File: config.mk
export PLATFORM = sky130hd
export DESIGN_NAME = perf_mon_unit
export DESIGN_NICKNAME = d
export VERILOG_FILES = /design/src/rtl/pmu_pkg.sv /design/src/rtl/pmu_event_filter.sv /design/src/rtl/pmu_counter.sv /design/src/rtl/perf_mon_unit.sv
export SDC_FILE = /design/constraint.sdc
export NUM_CORES = 1
export LEC_CHECK = 0
export ABC_AREA = 1
export BUFFER_PORTS_ARGS = -buffer_cell sky130_fd_sc_hd__buf_2
export CAP_MARGIN = 20
export CORE_MARGIN = 1
export CORE_UTILIZATION = 30
export DETAILED_ROUTE_END_ITERATION = 7
export HOLD_SLACK_MARGIN = 0.08
export PLACE_DENSITY_LB_ADDON = 0.3
export SLEW_MARGIN = 5
export SYNTH_ARGS = -nofsm -noshare
export SYNTH_HDL_FRONTEND = slang
export SYNTH_HIERARCHICAL = 1
export SYNTH_SLANG_ARGS = --single-unit
File: constraint.sdc
create_clock -name clk -period 7 [get_ports clk]
set_clock_uncertainty 0.1 [all_clocks]
set_input_delay 0.35 -clock clk [delete_from_list [all_inputs] [get_ports clk]]
set_output_delay 0.35 -clock clk [all_outputs]
set_load 0.01 [all_outputs]
File: src/rtl/pmu_pkg.sv
package pmu_pkg;
  localparam int REG_W  = 32;
  localparam int ADDR_W = 8;
  localparam int CODE_W = 8;

  localparam logic [ADDR_W-1:0] A_CNT0   = 8'h20;
  localparam logic [ADDR_W-1:0] A_SEL0   = 8'h28;
  localparam logic [ADDR_W-1:0] A_STATUS = 8'h2d;
  localparam logic [ADDR_W-1:0] A_OVFCLR = 8'h2e;
  localparam logic [ADDR_W-1:0] A_GCTRL  = 8'h2f;

  localparam int B_EDGE  = 18;
  localparam int B_INTEN = 20;
  localparam int B_EN    = 22;
  localparam int B_INV   = 23;

  // codes that only the first counter can observe
  function automatic logic first_ctr_only(input logic [CODE_W-1:0] code);
    return code inside {8'hc3, 8'hc4, [8'hc8:8'hcc], 8'hce, 8'hcf, 8'hd7,
                        8'he3, 8'he6, 8'he7, 8'hf1, 8'hf2, 8'hf6, 8'hf7,
                        [8'hfc:8'hff]};
  endfunction
endpackage

File: src/rtl/pmu_event_filter.sv
module pmu_event_filter
  import pmu_pkg::*;
#(
  parameter int LANES    = 4,
  parameter int INC_W    = $clog2(LANES + 1),
  parameter bit RESTRICT = 1'b0
) (
  input  logic                    clk,
  input  logic                    rst_n,
  input  logic [CODE_W-1:0]       want_code,
  input  logic [CODE_W-1:0]       umask,
  input  logic [CODE_W-1:0]       thresh,
  input  logic                    inv,
  input  logic                    edge_mode,
  input  logic [LANES-1:0]        ev_hit,
  input  logic [CODE_W*LANES-1:0] ev_code,
  input  logic [CODE_W*LANES-1:0] ev_qual,
  output logic [INC_W-1:0]        inc
);
  localparam int CMP_W = (INC_W > CODE_W ? INC_W : CODE_W) + 1;

  logic [INC_W-1:0] n_match;
  logic             cond, cond_q, blocked;
  logic [INC_W-1:0] raw;

  always_comb begin
    n_match = '0;
    for (int k = 0; k < LANES; k++) begin
      if (ev_hit[k] && ev_code[k*CODE_W +: CODE_W] == want_code &&
          (umask == '0 || (ev_qual[k*CODE_W +: CODE_W] & umask) != '0))
        n_match = n_match + INC_W'(1);
    end
  end

  always_comb begin
    if (inv) cond = CMP_W'(n_match) <  CMP_W'(thresh);
    else     cond = CMP_W'(n_match) >= CMP_W'(thresh);
  end

  always_ff @(posedge clk) begin
    if (!rst_n) cond_q <= 1'b0;
    else        cond_q <= cond;
  end

  always_comb begin
    if (thresh == '0)   raw = n_match;
    else if (edge_mode) raw = INC_W'(cond & ~cond_q);
    else                raw = INC_W'(cond);
  end

  generate
    if (RESTRICT) begin : g_restrict
      assign blocked = first_ctr_only(want_code);
    end else begin : g_open
      assign blocked = 1'b0;
    end
  endgenerate

  assign inc = blocked ? '0 : raw;

  // thresholded modes add at most one per cycle
  a_r5_unit_step: assert property (@(posedge clk) disable iff (!rst_n)
    (thresh != '0) |-> (inc <= INC_W'(1)));

  // edge mode never counts two cycles in a row
  a_r6_edge_single: assert property (@(posedge clk) disable iff (!rst_n)
    (thresh != '0 && edge_mode && inc != '0) |=> (!edge_mode || thresh == '0 || inc == '0 || !$stable(thresh)));
endmodule

File: src/rtl/pmu_counter.sv
module pmu_counter #(
  parameter int W     = 32,
  parameter int INC_W = 3
) (
  input  logic             clk,
  input  logic             rst_n,
  input  logic             run,
  input  logic [INC_W-1:0] inc,
  input  logic             ld,
  input  logic [W-1:0]     ld_val,
  output logic [W-1:0]     cnt,
  output logic             wrap
);
  logic [W:0] sum;

  assign sum  = {1'b0, cnt} + (W+1)'(inc);
  assign wrap = run && !ld && sum[W];

  always_ff @(posedge clk) begin
    if (!rst_n)   cnt <= '0;
    else if (ld)  cnt <= ld_val;
    else if (run) cnt <= sum[W-1:0];
  end

  // a carry out of the top value lands at inc-1
  a_r8_wrap_value: assert property (@(posedge clk) disable iff (!rst_n)
    (cnt == '1 && run && !ld && inc != '0) |=> (cnt == W'($past(inc)) - W'(1)));

  // a load beats any increment
  a_r11_load_wins: assert property (@(posedge clk) disable iff (!rst_n)
    ld |=> (cnt == $past(ld_val)));
endmodule

File: src/rtl/perf_mon_unit.sv
module perf_mon_unit
  import pmu_pkg::*;
#(
  parameter int LANES = 4
) (
  input  logic                    clk,
  input  logic                    rst_n,
  input  logic                    reg_wr_en,
  input  logic [ADDR_W-1:0]       reg_addr,
  input  logic [REG_W-1:0]        reg_wdata,
  output logic [REG_W-1:0]        reg_rdata,
  input  logic [LANES-1:0]        ev_hit,
  input  logic [CODE_W*LANES-1:0] ev_code,
  input  logic [CODE_W*LANES-1:0] ev_qual,
  output logic                    irq
);
  localparam int NCTR  = 2;
  localparam int INC_W = $clog2(LANES + 1);

  logic [REG_W-1:0] sel_q [NCTR];
  logic [REG_W-1:0] cnt   [NCTR];
  logic [INC_W-1:0] inc   [NCTR];
  logic [NCTR-1:0]  ld, run, wrap, inten;
  logic [NCTR-1:0]  gctrl_q, gstat_q, clr;

  generate
    for (genvar i = 0; i < NCTR; i++) begin : g_ctr
      localparam logic [ADDR_W-1:0] A_C = A_CNT0 + ADDR_W'(i);
      localparam logic [ADDR_W-1:0] A_S = A_SEL0 + ADDR_W'(i);

      assign ld[i]    = reg_wr_en && reg_addr == A_C;
      assign run[i]   = gctrl_q[i] && sel_q[i][B_EN];
      assign inten[i] = sel_q[i][B_INTEN];

      always_ff @(posedge clk) begin
        if (!rst_n)                          sel_q[i] <= '0;
        else if (reg_wr_en && reg_addr == A_S) sel_q[i] <= reg_wdata;
      end

      pmu_event_filter #(.LANES(LANES), .INC_W(INC_W), .RESTRICT(i == 1)) u_filt (
        .clk(clk), .rst_n(rst_n),
        .want_code(sel_q[i][7:0]), .umask(sel_q[i][15:8]), .thresh(sel_q[i][31:24]),
        .inv(sel_q[i][B_INV]), .edge_mode(sel_q[i][B_EDGE]),
        .ev_hit(ev_hit), .ev_code(ev_code), .ev_qual(ev_qual), .inc(inc[i]));

      pmu_counter #(.W(REG_W), .INC_W(INC_W)) u_cnt (
        .clk(clk), .rst_n(rst_n), .run(run[i]), .inc(inc[i]),
        .ld(ld[i]), .ld_val(reg_wdata), .cnt(cnt[i]), .wrap(wrap[i]));

      // no gate, no load -> counter holds
      a_r3_gate_hold: assert property (@(posedge clk) disable iff (!rst_n)
        (!run[i] && !ld[i]) |=> $stable(cnt[i]));

      // a wrap latches the status bit
      a_r8_status_set: assert property (@(posedge clk) disable iff (!rst_n)
        wrap[i] |=> gstat_q[i]);

      // a clear with no competing wrap drops the bit
      a_r10_clear: assert property (@(posedge clk) disable iff (!rst_n)
        (clr[i] && !wrap[i]) |=> !gstat_q[i]);
    end
  endgenerate

  assign clr = (reg_wr_en && reg_addr == A_OVFCLR) ? reg_wdata[NCTR-1:0] : '0;

  always_ff @(posedge clk) begin
    if (!rst_n) begin
      gctrl_q <= '0;
      gstat_q <= '0;
    end else begin
      if (reg_wr_en && reg_addr == A_GCTRL) gctrl_q <= reg_wdata[NCTR-1:0];
      gstat_q <= (gstat_q & ~clr) | wrap;
    end
  end

  assign irq = |(gstat_q & inten);

  always_comb begin
    unique case (reg_addr)
      A_CNT0:              reg_rdata = cnt[0];
      A_CNT0 + 8'd1:       reg_rdata = cnt[1];
      A_SEL0:              reg_rdata = sel_q[0];
      A_SEL0 + 8'd1:       reg_rdata = sel_q[1];
      A_STATUS:            reg_rdata = REG_W'(gstat_q);
      A_GCTRL:             reg_rdata = REG_W'(gctrl_q);
      default:             reg_rdata = '0;
    endcase
  end

  // restricted code keeps counter 1 frozen
  a_r7_ctr1_blocked: assert property (@(posedge clk) disable iff (!rst_n)
    (first_ctr_only(sel_q[1][7:0]) && !ld[1]) |=> $stable(cnt[1]));

  // interrupt only with a latched, enabled overflow
  a_r9_irq_source: assert property (@(posedge clk) disable iff (!rst_n)
    $rose(irq) |-> (gstat_q != '0));
endmodule

## After elaboration in Yosys (flattened, before gate mapping)

Memories as Yosys holds them, arrays and structs flattened.
Index checks and enable logic that the tools add are counted.

| operators by class | value |
|---|---|
| reductions and logical operators | 56 |
| equality and inequality tests | 27 |
| magnitude comparators | 8 |
| mux-type cells | 30 |
| $add $sub $neg | 8 |
| bitwise operators | 18 |

Operators by type and width:

| kind | number |
|---|---|
| $mux W32 | 6 |
| $pmux W32 S6 | 1 |
| $eq A8 B8 Y1 const B | 12 |
| $add A32 B3 Y33 | 2 |
| $and A8 B8 Y8 | 8 |
| $eq A8 B8 Y1 | 8 |
| $reduce_bool A8 Y1 | 8 |
| $eq A8 B6 Y1 const B | 7 |
| $mux W3 | 11 |
| $logic_not A8 Y1 | 4 |
| $logic_and A1 B1 Y1 | 30 |
| $ge A3 B8 Y1 | 2 |
| $ge A8 B8 Y1 const B | 2 |
| $le A8 B8 Y1 const B | 2 |
| $lt A3 B8 Y1 | 2 |
| $reduce_bool A14 Y1 | 1 |
| $add A3 B1 Y3 const B | 4 |
| $mux W1 | 11 |
| $logic_or A1 B1 Y1 | 8 |
| $and A1 B3 Y3 | 2 |
| $not A1 Y3 | 2 |
| $add A1 B1 Y2 const B | 2 |
| $and A2 B2 Y2 | 2 |
| $reduce_bool A2 Y1 | 2 |
| other kinds (6) | 8 |

| storage, ports and cells | value |
|---|---|
| bits of input ports | 111 |
| memories kept | 1 |
| bits in registers | 70 |
| output and inout port bits | 33 |
| bits in writable memories | 64 |
| word-level logic and storage cells | 154 |

Memories:

| name | words | width | read ports | clocked after memory_dff | wr ports | line | source |
|---|---|---|---|---|---|---|---|
| sel_q | 2 | 32 | 2 | 0 | 2 | perf_mon_unit.sv:20 | `logic [REG_W-1:0] sel_q [NCTR];` |

## Depth between registers and ports, before layout

An unclocked memory read counts as a cell.

| depth | value |
|---|---|
| word-level depth | 21 |
| depth in mapped cells | 35 |
| gate-level depth less buffers | 35 |

## Hierarchy

Netlist, hierarchy kept.

Modules (own cells, without submodules):

| module | cells each | instances | area each (um^2) | seq. area each (um^2) |
|---|---|---|---|---|
| pmu_counter | 380 | 2 | 2402.3 | 640.6 |
| perf_mon_unit | 440 | 1 | 3706.1 | 2001.9 |
| pmu_event_filter at g_ctr[0].u_filt | 260 | 1 | 1345.0 | 20.0 |
| pmu_event_filter at g_ctr[1].u_filt | 239 | 1 | 1234.9 | 20.0 |

## Worst setup path after synthesis

OpenSTA, ideal clock, no wires.

| timing | value |
|---|---|
| kind | register -> register |
| from | memory sel_q[0][6] |
| to | register g_ctr[0].u_cnt.cnt[14] |
| data required time | 6.780 ns |
| stages on the path, launching flop included | 31 |
| arrival time | 4.342 ns |
| period minus slack after synthesis | 4.562 ns |
| path buffers | 1 |
| library setup time | 0.120 ns |
| path slack | 2.438 ns |
| path through | edfxtp_1 > buf_2 > xnor2_1 > o2111ai_1 > nor4_1 > nand2_1 > nor2_1 > ha_1 > inv_1 > nand4_1 > nand2_2 > ha_1 > o21ai_1 > inv_1 > ha_1 > inv_1 > o21bai_1 > a21oi_1 > o31ai_1 > o21ai_0 > nand2_1 > nand2_1 > ha_1 > fa_1 > nand3_1 > nand2_2 > nand2_4 > nor2_2 > nand2_1 > xor2_1 > a21oi_1 |

RTL lines:

| what | line | source |
|---|---|---|
| start: declaration | perf_mon_unit.sv:20 |  |
| end signal: assignment | pmu_counter.sv:21 | `else if (ld) cnt <= ld_val;` |
| end signal: assignment | pmu_counter.sv:22 | `else if (run) cnt <= sum[W-1:0];` |
| end: declaration | pmu_counter.sv:11 | `output logic [W-1:0] cnt,` |

==> out/results.tsv <==
metric	value	unit
Root Driver	clkbuf_16	
relative slew slack	0.3285	
final setup vio count	0	
PD cells	157.5	nW/um^2
R2R Setup Slk	1.42	ns
average via count per standard cell	5.247	
antenna violations before repair	2	
Iteration-0 DRC Markers	1227	
die height	194.3	um
Final Cycle Share	0.7978	
setup TNS	0	ns
area delta synth->final	15.49	%
crit path time final	5.584	ns
Clock Path Buffers	2	
leading cell type in the layout, fill and taps excluded	nand2_1	
Worst Path Arrival	5.85	ns
first-pass GRT wire length	69280	um
Mapped Nets	1832	
total grt overflow	0	
Cells after Synth	1699	
leakage	5.486	nW
drt wl/cell	20.02	um
num ports	144	
Worst Path Class, Setup	flop to flop	
final hold vios	0	
unrepaired setup endpoints after global routing	false	
Die Wd	194.3	um
H-tree depth	4	
largest net degree at the start of global routing	64	
status	finished clean	
final HPWL from detailed placement	35750	um
RePlAce Congestion	0.9593	
Yosys reg bits	134	
critical path's largest stage delay	0.55	ns
Post-Route WL	45970	um
Initial Utilization	0.3037	
Post-Syn Area	11090	um^2
cts hold-fix bufs	0	
Worst VDD drop	0.0001095	V
Pre-antenna DRT Iters	5	
CP Data Required Time	7.27	ns
die area	37740	um^2
synth warn	6	
Total GRT Usage	0.2433	
worst setup path endpoint	gstat_q[1]	
clk_lat worst skew	0.44	ns
CP max-delay cell	edfxtp_1	
ANT cells	0	
Reg-to-Reg End	gstat_q[1]	
Unique masters post-synth	52	
commonest non-fill, non-tap cells in the layout	nand2_1, nor2_1, inv_1	
Std-Cell Rows	70	
Net count, final	1948	
Clock Sinks	134	
CP Launch Type	flop	
Synth Flop Type	dfxtp_1	
number of setup buffers added after CTS	0	
total CTS buffers	17	
Slew Viols, Final	0	
Syn Area/Cell	6.528	um^2
Placed Cells	2264	
number of global-route vias before repair	11220	
Post-synth EDFFs	64	
sequential area share after synthesis	0.2996	
R2R depth	30	
FFs w/ async S/R, synth	0	
layout cells sized above 1	0.1789	
CTS tree	built	
Filler cells	3959	
Final Core Density	0.3507	
Non-Filler Instances	2296	
type of the worst min-delay path	input port to flop	
Critical Path Sink Type	flop	
worst slew pin tran	1.005	ns
fmax	0.1791	GHz
core area	36520	um^2
Antenna Nets Post-Route	0	
reg-to-reg startpoint	sel_q[1][6]	
# DRC	0	
Max-cap violations	0	
largest fanout on the critical path	7	
CTS resizes	0	
IO Port Bufs	143	
clock slew seen by the registers of the worst setup and hold paths	0.06	ns
Critical Path Source	sel_q[1][6]	
via count	12050	
## metal layers
layer / GRT usage / share of wire
met5: 0 / 0.00054
met4: 0.06173 / 0.022
met3: 0.04105 / 0.073
met1: 0.3371 / 0.45
met2: 0.3901 / 0.45
## worst max-delay path, delay by kind of cell (launching register included)
kind | cells | cell delay (ns)
xor+xnor | 1 | 0.22
flops | 1 | 0.55
buf+inv | 4 | 0.40
simple gates | 13 | 1.67
compound gates | 7 | 1.20
fa+ha+maj | 5 | 1.36
## registers in the layout (all words and copies together), names as in the netlist
signal,flops
sel_q,64
gstat_q,2
gctrl_q,2
g_ctr.u_cnt/cnt,64
g_ctr.u_filt/cond_q,2
## per-stage QoR
| step | setup slack (ns) | instance area (um^2) | power [W] | hold slack, ns |
|---|---|---|---|---|
| finish | 1.416 | 12810 | 0.002017 | 0.1892 |
| CTS | 1.461 | 12810 | 0.002023 | 0.1781 |
| detailed placement | 1.500 | 12230 | 0.001113 | 0.3804 |
| floorplan | 2.438 | 11090 | 0.0009954 | 0.3476 |
| global route | 0.8820 | 12810 | 0.002088 | 0.1837 |
| global placement | 1.492 | 12230 | 0.001112 | 0.3790 |
## power by group
part / switching [W] / internal (W)
registers: 0.0000287 / 0.000841
logic: 0.000156 / 0.0000726
clock network: 0.000389 / 0.000530
total: 0.000574 / 0.00144
## area by class of cell
| cell class | count | area [um^2] | area share |
|---|---|---|---|
| Multi-Input combinational cell | 1300 | 6725 | 0.5251 |
| Sequential cell | 134 | 3323 | 0.2595 |
| Timing Repair Buffer | 157 | 820.8 | 0.06408 |
| Inverter | 205 | 770.7 | 0.06017 |
| Tap cell | 468 | 585.6 | 0.04572 |
| Clock buffer | 19 | 432.9 | 0.03380 |
| Clock inverter | 13 | 150.1 | 0.01172 |
## worst min path at each step
stage	cells after the start	slack (ns)	to	from
after floorplan	2	0.35	g_ctr[0].u_cnt/cnt[0]	rst_n
final	3	0.19	g_ctr[1].u_cnt/cnt[8]	reg_wdata[8]
after global placement	2	0.38	gctrl_q[1]	gctrl_q[1]
after global routing	3	0.18	g_ctr[0].u_cnt/cnt[8]	reg_wdata[8]
after detailed placement	2	0.38	gctrl_q[1]	gctrl_q[1]
after CTS	3	0.18	g_ctr[1].u_cnt/cnt[8]	reg_wdata[8]
## cells in the mapped netlist, drive strengths merged, types with 12 or more instances
cell type    n  area, um^2
a21oi       69       364.1
nand3      185        1001
nand3b      12       97.59
nor2       246        1161
inv        202       758.2
clkbuf      17       63.81
nand2      522        2074
buf         43       241.5
ha          20       250.2
edfxtp      64        1922
xnor2       19       166.4
nand4       54       344.1
a22oi       50       375.4
o21ai       37       185.2
xor2        22       192.7
dfxtp       70        1401
## cell families after synthesis
family          count (synthesis)  synth area share
compound gates                198            0.1125
xor+xnor                       41           0.03238
fa+ha+maj                      22           0.02617
buf+inv                       265           0.09702
flops                         134            0.2996
simple gates                 1039            0.4323
No activity file was read; power rests on OpenSTA's default activity.
